**config.mk**
```make
export PLATFORM = sky130hd
export DESIGN_NAME = phy_cr_master
export DESIGN_NICKNAME = d
export VERILOG_FILES = /design/src/rtl/phy_cr_pkg.sv /design/src/rtl/cr_clk_pulser.sv /design/src/rtl/cr_wait_timer.sv /design/src/rtl/cr_access_seq.sv /design/src/rtl/phy_cr_master.sv
export SDC_FILE = /design/constraint.sdc
export NUM_CORES = 1
export LEC_CHECK = 0
export BUFFER_PORTS_ARGS = -buffer_cell sky130_fd_sc_hd__buf_2
export CAP_MARGIN = 20
export CORE_ASPECT_RATIO = 1.4
export CORE_UTILIZATION = 55
export DETAILED_ROUTE_END_ITERATION = 8
export GPL_TIMING_DRIVEN = 1
export PLACE_DENSITY = 0.8
export SLEW_MARGIN = 5
export SYNTH_ARGS = -nofsm -noshare
export SYNTH_HDL_FRONTEND = slang
export SYNTH_SLANG_ARGS = --single-unit
```
**constraint.sdc**
```tcl
create_clock -name clk -period 4.4 [get_ports clk]
set_input_delay 0.22 -clock clk [delete_from_list [all_inputs] [get_ports clk]]
set_output_delay 0.22 -clock clk [all_outputs]
set_load 0.03 [all_outputs]
```
**src/rtl/phy_cr_pkg.sv**
```systemverilog
package phy_cr_pkg;
  typedef enum logic [3:0] {
    SQ_IDLE,
    SQ_WARM,
    SQ_SEL,
    SQ_ADDR,
    SQ_DATA,
    SQ_LAUNCH,
    SQ_LAUNCH_W,
    SQ_POLL,
    SQ_POLL_W,
    SQ_GAP
  } seq_state_t;

  typedef enum logic [1:0] {
    PH_IDLE,
    PH_HIGH,
    PH_LOW
  } phase_state_t;
endpackage

```
**src/rtl/cr_clk_pulser.sv**
```systemverilog
module cr_clk_pulser #(
  parameter int PHASE_CYCLES = 4
) (
  input  logic clk,
  input  logic rst,
  input  logic pulse_req,
  output logic cr_clk,
  output logic pulse_done
);
  import phy_cr_pkg::*;

  localparam int CW = $clog2(PHASE_CYCLES + 1);
  localparam logic [CW-1:0] LAST = CW'(PHASE_CYCLES - 1);

  phase_state_t st;
  logic [CW-1:0] cnt;

  always_ff @(posedge clk) begin
    if (rst) begin
      st         <= PH_IDLE;
      cnt        <= '0;
      cr_clk     <= 1'b0;
      pulse_done <= 1'b0;
    end else begin
      pulse_done <= 1'b0;
      case (st)
        PH_IDLE: if (pulse_req) begin
          cr_clk <= 1'b1;
          cnt    <= '0;
          st     <= PH_HIGH;
        end
        PH_HIGH: if (cnt == LAST) begin
          cr_clk <= 1'b0;
          cnt    <= '0;
          st     <= PH_LOW;
        end else begin
          cnt <= cnt + 1'b1;
        end
        PH_LOW: if (cnt == LAST) begin
          pulse_done <= 1'b1;
          st         <= PH_IDLE;
        end else begin
          cnt <= cnt + 1'b1;
        end
        default: st <= PH_IDLE;
      endcase
    end
  end

  // a high phase never collapses to a single system clock
  a_r11_high_holds: assert property (@(posedge clk) disable iff (rst)
    ($rose(cr_clk) && (PHASE_CYCLES > 1)) |=> cr_clk);
  // a completed pulse ends with the clock low
  a_r11_done_low: assert property (@(posedge clk) disable iff (rst)
    pulse_done |-> !cr_clk);
endmodule

```
**src/rtl/cr_wait_timer.sv**
```systemverilog
module cr_wait_timer #(
  parameter int WAIT_CYCLES = 8
) (
  input  logic clk,
  input  logic rst,
  input  logic load,
  output logic expired
);
  localparam int TW = $clog2(WAIT_CYCLES + 1);

  logic [TW-1:0] cnt;
  logic          running;

  always_ff @(posedge clk) begin
    if (rst) begin
      cnt     <= '0;
      running <= 1'b0;
      expired <= 1'b0;
    end else begin
      expired <= 1'b0;
      if (load) begin
        cnt     <= TW'(WAIT_CYCLES - 1);
        running <= 1'b1;
      end else if (running) begin
        if (cnt == '0) begin
          running <= 1'b0;
          expired <= 1'b1;
        end else begin
          cnt <= cnt - 1'b1;
        end
      end
    end
  end

  // expiry is a single-cycle event
  a_r6_expire_pulse: assert property (@(posedge clk) disable iff (rst)
    expired |=> !expired);
endmodule

```
**src/rtl/cr_access_seq.sv**
```systemverilog
module cr_access_seq #(
  parameter int ADDR_W        = 16,
  parameter int DATA_W        = 16,
  parameter int WARMUP_PULSES = 100,
  parameter int POLL_MAX      = 10
) (
  input  logic              clk,
  input  logic              rst,
  input  logic              start,
  input  logic              wr_req,
  input  logic [ADDR_W-1:0] addr,
  input  logic [DATA_W-1:0] wdata,
  input  logic              phy_ack,
  input  logic [DATA_W-1:0] phy_rdata,
  input  logic              pulse_done,
  input  logic              gap_expired,
  output logic              pulse_req,
  output logic              gap_load,
  output logic              phy_sel,
  output logic [ADDR_W-1:0] phy_addr,
  output logic [DATA_W-1:0] phy_wdata,
  output logic              phy_wr_en,
  output logic              phy_rd_en,
  output logic              done,
  output logic              timeout,
  output logic [DATA_W-1:0] rdata
);
  import phy_cr_pkg::*;

  localparam int WW = $clog2(WARMUP_PULSES + 1);
  localparam int PW = $clog2(POLL_MAX + 1);
  localparam logic [WW-1:0] WARM_LAST = WW'(WARMUP_PULSES - 1);
  localparam logic [PW-1:0] POLL_LAST = PW'(POLL_MAX - 1);

  seq_state_t        st;
  logic [WW-1:0]     warm_cnt;
  logic [PW-1:0]     poll_cnt;
  logic              lat_we;
  logic [ADDR_W-1:0] lat_addr;
  logic [DATA_W-1:0] lat_wdata;

  always_ff @(posedge clk) begin
    if (rst) begin
      st        <= SQ_IDLE;
      warm_cnt  <= '0;
      poll_cnt  <= '0;
      lat_we    <= 1'b0;
      lat_addr  <= '0;
      lat_wdata <= '0;
      pulse_req <= 1'b0;
      gap_load  <= 1'b0;
      phy_sel   <= 1'b0;
      phy_addr  <= '0;
      phy_wdata <= '0;
      phy_wr_en <= 1'b0;
      phy_rd_en <= 1'b0;
      done      <= 1'b0;
      timeout   <= 1'b0;
      rdata     <= '0;
    end else begin
      pulse_req <= 1'b0;
      gap_load  <= 1'b0;
      done      <= 1'b0;
      timeout   <= 1'b0;
      case (st)
        SQ_IDLE: if (start) begin
          lat_we    <= wr_req;
          lat_addr  <= addr;
          lat_wdata <= wdata;
          warm_cnt  <= '0;
          pulse_req <= 1'b1;
          st        <= SQ_WARM;
        end
        SQ_WARM: if (pulse_done) begin
          if (warm_cnt == WARM_LAST) begin
            st <= SQ_SEL;
          end else begin
            warm_cnt  <= warm_cnt + 1'b1;
            pulse_req <= 1'b1;
          end
        end
        SQ_SEL: begin
          phy_sel <= 1'b1;
          st      <= SQ_ADDR;
        end
        SQ_ADDR: begin
          phy_addr <= lat_addr;
          st       <= SQ_DATA;
        end
        SQ_DATA: begin
          if (lat_we) phy_wdata <= lat_wdata;
          st <= SQ_LAUNCH;
        end
        SQ_LAUNCH: begin
          phy_wr_en <= lat_we;
          phy_rd_en <= !lat_we;
          pulse_req <= 1'b1;
          st        <= SQ_LAUNCH_W;
        end
        SQ_LAUNCH_W: if (pulse_done) begin
          phy_wr_en <= 1'b0;
          phy_rd_en <= 1'b0;
          poll_cnt  <= '0;
          st        <= SQ_POLL;
        end
        SQ_POLL: begin
          if (phy_ack) begin
            if (!lat_we) rdata <= phy_rdata;
            done    <= 1'b1;
            phy_sel <= 1'b0;
            st      <= SQ_IDLE;
          end else if (poll_cnt == POLL_LAST) begin
            timeout <= 1'b1;
            phy_sel <= 1'b0;
            st      <= SQ_IDLE;
          end else begin
            poll_cnt  <= poll_cnt + 1'b1;
            pulse_req <= 1'b1;
            st        <= SQ_POLL_W;
          end
        end
        SQ_POLL_W: if (pulse_done) begin
          gap_load <= 1'b1;
          st       <= SQ_GAP;
        end
        SQ_GAP: if (gap_expired) st <= SQ_POLL;
        default: st <= SQ_IDLE;
      endcase
    end
  end

  // the two launch strobes are never high together
  a_r5_one_strobe: assert property (@(posedge clk) disable iff (rst)
    !(phy_wr_en && phy_rd_en));
  // a strobe is only ever raised with select already high
  a_r2_strobe_has_sel: assert property (@(posedge clk) disable iff (rst)
    (phy_wr_en || phy_rd_en) |-> phy_sel);
  // completion and timeout are exclusive
  a_r7_exclusive_end: assert property (@(posedge clk) disable iff (rst)
    !(done && timeout));
  // completion pulses last one cycle
  a_r9_done_pulse: assert property (@(posedge clk) disable iff (rst)
    done |=> !done);
  a_r9_timeout_pulse: assert property (@(posedge clk) disable iff (rst)
    timeout |=> !timeout);
  // select drops together with the end of the access
  a_r2_sel_drops: assert property (@(posedge clk) disable iff (rst)
    (done || timeout) |-> !phy_sel);
endmodule

```
**src/rtl/phy_cr_master.sv**
```systemverilog
module phy_cr_master #(
  parameter int ADDR_W          = 16,
  parameter int DATA_W          = 16,
  parameter int WARMUP_PULSES   = 100,
  parameter int PHASE_CYCLES    = 4,
  parameter int POLL_MAX        = 10,
  parameter int POLL_GAP_CYCLES = 8
) (
  input  logic              clk,
  input  logic              rst,
  input  logic              start,
  input  logic              wr_req,
  input  logic [ADDR_W-1:0] addr,
  input  logic [DATA_W-1:0] wdata,
  output logic              done,
  output logic              timeout,
  output logic [DATA_W-1:0] rdata,
  output logic              phy_clk,
  output logic              phy_sel,
  output logic [ADDR_W-1:0] phy_addr,
  output logic [DATA_W-1:0] phy_wdata,
  output logic              phy_wr_en,
  output logic              phy_rd_en,
  input  logic              phy_ack,
  input  logic [DATA_W-1:0] phy_rdata
);
  logic pulse_req;
  logic pulse_done;
  logic gap_load;
  logic gap_expired;

  cr_clk_pulser #(.PHASE_CYCLES(PHASE_CYCLES)) u_pulser (
    .clk        (clk),
    .rst        (rst),
    .pulse_req  (pulse_req),
    .cr_clk     (phy_clk),
    .pulse_done (pulse_done)
  );

  cr_wait_timer #(.WAIT_CYCLES(POLL_GAP_CYCLES)) u_gap (
    .clk     (clk),
    .rst     (rst),
    .load    (gap_load),
    .expired (gap_expired)
  );

  cr_access_seq #(
    .ADDR_W        (ADDR_W),
    .DATA_W        (DATA_W),
    .WARMUP_PULSES (WARMUP_PULSES),
    .POLL_MAX      (POLL_MAX)
  ) u_seq (
    .clk         (clk),
    .rst         (rst),
    .start       (start),
    .wr_req      (wr_req),
    .addr        (addr),
    .wdata       (wdata),
    .phy_ack     (phy_ack),
    .phy_rdata   (phy_rdata),
    .pulse_done  (pulse_done),
    .gap_expired (gap_expired),
    .pulse_req   (pulse_req),
    .gap_load    (gap_load),
    .phy_sel     (phy_sel),
    .phy_addr    (phy_addr),
    .phy_wdata   (phy_wdata),
    .phy_wr_en   (phy_wr_en),
    .phy_rd_en   (phy_rd_en),
    .done        (done),
    .timeout     (timeout),
    .rdata       (rdata)
  );
endmodule

```
==> results of run 1 <==
## sequential cells by signal, summed over array words and instances, names as in the netlist, 2 cells and up
signal / flops
u_seq.phy_addr: 16
u_seq.st: 4
u_pulser.st: 2
u_seq.poll_cnt: 4
u_seq.lat_addr: 16
u_gap.cnt: 4
u_seq.rdata: 16
u_seq.phy_wdata: 16
u_pulser.cnt: 3
u_seq.warm_cnt: 7
u_seq.lat_wdata: 16
## cells in the mapped netlist (2+ instances only)
| cell | number |
|---|---|
| nor4b_1 | 4 |
| or2_2 | 4 |
| a31oi_1 | 5 |
| xor2_1 | 2 |
| buf_2 | 3 |
| nor4_1 | 3 |
| and3_1 | 4 |
| mux2i_1 | 3 |
| nand2_1 | 177 |
| and2_1 | 2 |
| nor2b_1 | 3 |
| nand3_1 | 8 |
| and4_1 | 2 |
| nand4_1 | 3 |
| dfxtp_1 | 116 |
| nor2_1 | 16 |
| a211oi_1 | 3 |
| ha_1 | 12 |
| nor3_1 | 3 |
| o211a_1 | 2 |
| clkbuf_1 | 27 |
| inv_1 | 19 |
| a21oi_1 | 101 |
| o21ai_0 | 7 |
| or3_1 | 6 |
| nand2b_1 | 4 |
| xnor2_1 | 5 |
## worst max-delay path, delay by kind of cell, from the launching register on
| family | cells | cell delay (ps) |
|---|---|---|
| flip-flops | 1 | 650 |
| AND/OR/NAND/NOR | 3 | 1270 |
| AO/OA/AOI/OAI | 1 | 170 |
## metrics by stage
step	instance area, µm²	std cells	hold WS (ps)
3_5_place_dp	5160	747	443
5_1_grt	5780	780	35.7
3_3_place_gp	5160	747	436
6_report	5780	780	42.2
2_1_floorplan	4620	570	299
4_1_cts	5760	779	23.9
## per-layer routing
metal	global-route usage (%)	wire length [µm]	vias up
li1	-	-	2111
met1	29.9	4380	2001
met2	42.8	5620	144
met3	6.28	546	33
met4	13.1	319	0
met5	0	0	-
## path summary, 6_finish.rpt
path | cells past startpoint | startpoint | end
hold / removal | 2 | phy_ack | u_seq.timeout
hold reg to reg | 2 | u_seq.phy_addr[2] | u_seq.phy_addr[2]
setup reg to reg | 4 | u_seq.st[0] | u_seq.rdata[1]
setup / recovery | 4 | u_seq.st[0] | u_seq.rdata[1]
## power by group
group	internal (mW)	leakage, nW	switching (mW)
logic	0.0983	1.16	0.167
registers	1.10	0.940	0.0408
clock network	0.901	0.295	0.457
## cell type report
class,instances,area (µm²)
fill,650,2370
multi-input combinational,403,2100
sequential,116,2320
clock inverter,9,100
clock buffer,23,498
tap,102,128
timing repair buffer,108,556
inverter,19,71.3
## logic make-up (layout without fill, tap and decap cells)
family | Yosys count | in the layout | share of synthesized area [%]
buffers and inverters | 51 | 159 | 4.38
adder cells (fa/ha/maj) | 12 | 12 | 3.25
flip-flops | 116 | 116 | 50.2
AND/OR/NAND/NOR | 247 | 247 | 23.6
XOR/XNOR | 7 | 7 | 1.33
multiplexers | 4 | 4 | 0.893
AO/OA/AOI/OAI | 133 | 133 | 16.3
==> impl_metrics.json, run 1 <==
{
  "setup_viol": 0,
  "crit_chain": "nand4b_1, nor3_2, nand2_1, a21oi_1",
  "wl_per_cell_um": 13.9,
  "htreeDepth": 4,
  "postCtsResizedCells": 0,
  "netlist_instances": 570,
  "io_buffers": 106,
  "required_ps": 4730,
  "cap_viol_max_count": 0,
  "final_util_pct": 70.9,
  "cts_buffer_depth": 2,
  "vdd.ir_drop.worst_uv": 336,
  "ys.flop_type": "dfxtp_1",
  "clk_latency_ps": 410,
  "ant_nets": 0,
  "die_area_um2": 8780,
  "drc": 0,
  "reg2reg_setup_slack_ps": 2220,
  "die_y_um": 110,
  "critPathKind": "flip-flop to flip-flop",
  "cts_sinks": 116,
  "power.density_nw_per_um2": 478,
  "synth_top_area_cell": "dfxtp_1",
  "hold_class": "primary input to flip-flop",
  "dp_hpwl_um": 7090,
  "diodes": 0,
  "synth.area.top_cells": "dfxtp_1 (50%), nand2_1 (14%), a21oi_1 (11%)",
  "dr.pass1.iters": 5,
  "start_util_pct": 56.7,
  "first_global_vias": 3899,
  "finalMaxSlewViolations": 0,
  "clock_skew_ps": 7.42,
  "grt_max_degree": 108,
  "layout_min_cycle_time_ps": 2180,
  "synth_cell_types": 53,
  "slowest_stage": "nor3_2",
  "postSynthAreaPerCell_um2": 8.11,
  "max_slew_margin_pct": 29.5,
  "layout_commonest_cell": "nand2_1",
  "synth_edf_count": 0,
  "io_pins": 107,
  "cts_setup_buffers": 0,
  "placementRows": 39,
  "antenna_found_initial": 0,
  "synth_warnings": 0,
  "fmax_ghz": 0.459,
  "grt_pass1_wl_um": 17800,
  "total_power_mw": 2.76,
  "layout-drive-gt1-share_pct": 22.0,
  "worst_pin_slew_ps": 1060,
  "worstPathMaxFanout": 16,
  "dp_worst_setup_slack_ps": 2300,
  "viasPerCell": 5.50,
  "cp_slowest_stage_delay_ps": 830,
  "p_leak_nw": 2.39,
  "drtIter0Drc": 247,
  "tns_ps": 0,
  "start_kind": "flip-flop",
  "grt_util_all_layers_pct": 25.7,
  "synth_nets": 635,
  "totalWireLength_um": 10900,
  "rsz0062_at_grt": "false",
  "ys_ff_latch": 116,
  "fin_ws_ps": 2220,
  "cts-root-buf": "clkbuf_16",
  "min_period_over_period_pct": 49.5,
  "status": "complete, no violations",
  "end_kind": "flip-flop",
  "grt-ovfl-total": 0,
  "dr_total_vias": 4289,
  "gp_congestion": 0.822,
  "crit_arrival_ps": 2510,
  "clk_pin_slew_ps": 50,
  "core_um2": 8150,
  "finalHoldViolations": 0,
  "syn_area_um2": 4620,
  "async_flop_share_pct": 0,
  "final_cell_mix": "nand2_1 (177), dfxtp_1 (116), buf_2 (105), a21oi_1 (101), inv_1 (19)",
  "synth_top_area_share_pct": 50.2,
  "die_x_um": 79.5,
  "area_growth_syn_to_layout_pct": 25.0,
  "nets": 730,
  "ys_seq_area_share_pct": 50.2,
  "cts_tree": "built",
  "cts_made_buffers": 17,
  "cts_hold_buf": 0
}
Power figures use the tool's default switching activity.
==> inputs of run 2 (changes only) <==
--- a/config.mk
+++ b/config.mk
@@ -5,13 +5,14 @@
 export SDC_FILE = /design/constraint.sdc
 export NUM_CORES = 1
 export LEC_CHECK = 0
+export ABC_AREA = 1
 export BUFFER_PORTS_ARGS = -buffer_cell sky130_fd_sc_hd__buf_2
 export CAP_MARGIN = 20
 export CORE_ASPECT_RATIO = 1.4
-export CORE_UTILIZATION = 55
+export CORE_UTILIZATION = 54
 export DETAILED_ROUTE_END_ITERATION = 8
 export GPL_TIMING_DRIVEN = 1
-export PLACE_DENSITY = 0.8
+export PLACE_DENSITY = 0.79
 export SLEW_MARGIN = 5
 export SYNTH_ARGS = -nofsm -noshare
 export SYNTH_HDL_FRONTEND = slang
==> constraint.sdc (replaced) <==
create_clock -name clk -period 2.2 [get_ports clk]
set_input_delay 0.11 -clock clk [delete_from_list [all_inputs] [get_ports clk]]
set_output_delay 0.11 -clock clk [all_outputs]
set_load 0.03 [all_outputs]
==> run 2 against run 1 <==
Via count grew 7.2%. Non-clock buffer count rose by 51. Sequential power increased by 130%. Die area increased by 5.9%. Utilization is 2.5 points higher. Sequential cell count stayed put. Register-to-register slack worse by 1900 ps. Synthesized cell count grew 8.1%. Largest cell class unchanged. Largest power group is now sequential cells. Highest routed layer unchanged.
==> impl_metrics.json, run 2 <==
{
  "netlist_instances": 616,
  "p_leak_nw": 2.88,
  "synth_top_family_by_area": "simple AND/OR/NAND/NOR gates",
  "rsz0062_at_grt": "false",
  "layout.cells.non_filler": 881,
  "ys_ff_latch": 116,
  "nets": 829,
  "layout-drive-gt1-share_pct": 20.7,
  "crit_arrival_ps": 2180,
  "cp_slowest_stage_delay_ps": 400,
  "clk_latency_ps": 420,
  "crit_chain": "nor2_1, nand3_2, buf_4, o21ai_0, a21oi_1",
  "status": "complete, no violations",
  "required_ps": 2490,
  "htreeDepth": 4,
  "placementRows": 40,
  "finalHoldViolations": 0,
  "power.density_nw_per_um2": 1080,
  "cts_setup_buffers": 0,
  "rr_startpoint": "u_seq.st[0]",
  "postLayoutCellArea_um2": 6320,
  "syn_area_um2": 4810,
  "clk_pin_slew_ps": 50,
  "synth_cell_types": 32,
  "synth_compound_area_share_pct": 18.1,
  "diodes": 0,
  "grt_util_all_layers_pct": 29.0,
  "viasPerCell": 5.22,
  "place_area_um2": 5340,
  "postCtsResizedCells": 0,
  "end_kind": "flip-flop",
  "die_area_um2": 9300,
  "start_kind": "flip-flop",
  "area_growth_syn_to_layout_pct": 31.4,
  "synth_top_area_cell": "dfxtp_1",
  "die_y_um": 114,
  "critPathKind": "flip-flop to flip-flop",
  "min_from": "addr[4]",
  "io_pins": 107,
  "tns_ps": 0,
  "grt_pass1_wl_um": 20200,
  "yosysMostFrequentCell": "dfxtp_1",
  "grt-ovfl-total": 0,
  "cts_tree": "built",
  "cts_buffer_depth": 2,
  "hold_class": "primary input to flip-flop",
  "reg2regPathDepth": 5,
  "synth.area.top_cells": "dfxtp_1 (48%), a21oi_1 (9.9%), o21ai_0 (7.0%)",
  "holdPathEnd": "u_seq.lat_addr[4]",
  "worstPathMaxFanout": 41,
  "yosys-top-cells-count": "dfxtp_1 (116), a21oi_1 (95), nor2_1 (74), nand2_1 (73), inv_1 (70)",
  "antenna_found_initial": 0,
  "final_cell_mix": "dfxtp_1 (116), buf_2 (106), a21oi_1 (95), nor2_1 (74), nand2_1 (73)",
  "dp_hpwl_um": 7170,
  "min_period_over_period_pct": 85.6,
  "first_global_vias": 4509,
  "reg2reg_setup_slack_ps": 320,
  "min_path_cells": 3,
  "fmax_ghz": 0.531,
  "dpl.cell_count": 806,
  "finalMaxSlewViolations": 0,
  "core_um2": 8610,
  "vdd.ir_drop.worst_uv": 930,
  "synth.area.mux_share_pct": 0,
  "drc": 0,
  "synth_warnings": 0,
  "dr_total_vias": 4598,
  "ys.flop_type": "dfxtp_1",
  "clock_skew_ps": 15.3,
  "synth_nets": 681,
  "dr.pass1.iters": 5,
  "async_flop_share_pct": 0,
  "yosys.area_share.simple_pct": 19.8,
  "cts-root-buf": "clkbuf_16",
  "ys_seq_area_share_pct": 48.3,
  "setup_viol": 0,
  "synth_top_area_share_pct": 48.3,
  "cts_made_buffers": 17,
  "totalWireLength_um": 12400,
  "slowest_stage": "dfxtp_1",
  "r2r_end": "u_seq.lat_addr[5]",
  "layout_min_cycle_time_ps": 1880,
  "wl_per_cell_um": 14.1,
  "grt_max_degree": 51,
  "layout_commonest_cell": "dfxtp_1",
  "postSynthAreaPerCell_um2": 7.81,
  "io_buffers": 106,
  "synth_edf_count": 0,
  "start_util_pct": 55.9,
  "ant_nets": 0,
  "die_x_um": 81.8,
  "max_slew_margin_pct": 68.9,
  "synthXorXnorAreaFrac_pct": 0.546,
  "drtIter0Drc": 252,
  "worst_pin_slew_ps": 465,
  "cts_sinks": 116,
  "cap_viol_max_count": 0,
  "synthAdderAreaFrac_pct": 3.12,
  "gp_congestion": 0.854,
  "n_fill_cell": 642,
  "cts_hold_buf": 44
}
run 2: cell types whose count changed after synthesis, moves of 5 or more:
cell      change
nand3_1      +27
a21oi_1       -6
inv_2         +5
inv_1        +51
nand2_1     -104
clkbuf_1     -13
o21ai_1       +6
o21ai_0      +60
a31oi_1       -5
xnor2_1       -5
or3_1         -6
nor2_1       +58
run 2: worst max-delay path, delay by kind of cell, from the launching register on:
kind            cells  cell delay, ps
simple gates        2             640
buf+inv             1             400
compound gates      2             320
flops               1             400
run 2: cell families (layout without fill, tap and decap cells):
group                      count (synthesis)  count (layout)
adders and majority gates                 12              12
buffers and inverters                    105             265
and+or+nand+nor                          208             208
AOI/OAI and AO/OA                        172             172
xor gates and xnor gates                   3               3
DFF                                      116             116
run 2: worst max path at each step:
| stage | startpoint | to | slack, ps | cells after the start |
|---|---|---|---|---|
| finish | u_seq.st[0] | u_seq.lat_addr[5] | 320 | 5 |
| global route | u_seq.st[0] | u_seq.lat_addr[5] | 130 | 5 |
| CTS | u_seq.st[0] | u_seq.lat_addr[5] | 370 | 5 |
| detailed placement | u_seq.st[0] | u_seq.lat_addr[14] | 400 | 5 |
| global placement | u_seq.st[0] | u_seq.lat_addr[8] | 480 | 5 |
| floorplan | u_seq.st[2] | u_seq.phy_wdata[10] | 860 | 6 |
run 2: final cells by class:
cell class	count	area [µm²]	area share (%)
clock buffer	27	493	7.80
tap	105	131	2.08
multi-input combinational	395	2010	31.7
timing repair buffer	159	1040	16.4
clock inverter	4	47.5	0.752
sequential	116	2320	36.7
inverter	75	282	4.45
run 2: metal layers:
layer  global-route usage [%]  part of all wire, %  vias up
met1                     31.1                   39     2121
met4                     16.6                  3.6        0
li1                         -                    -     2298
met5                        0                    0        -
met3                     9.20                  4.7       41
met2                     48.9                   53      138
run 2: where the power goes:
group / switching, mW / internal (mW)
Sequential: 0.213 / 2.43
Combinational: 1.11 / 0.546
Clock: 0.904 / 1.63
Total: 2.23 / 4.60
run 2: per-stage QoR:
| stage | power (mW) | hold slack (ps) | setup slack (ps) | utilization, % |
|---|---|---|---|---|
| global placement | 4.14 | 331 | 476 | 62.0 |
| global route | 7.20 | 26.8 | 131 | 73.4 |
| CTS | 6.79 | 1.91 | 369 | 73.4 |
| finish | 6.83 | 14.8 | 317 | 73.4 |
| detailed placement | 4.21 | 344 | 400 | 62.0 |
| floorplan | 3.87 | 245 | 855 | - |
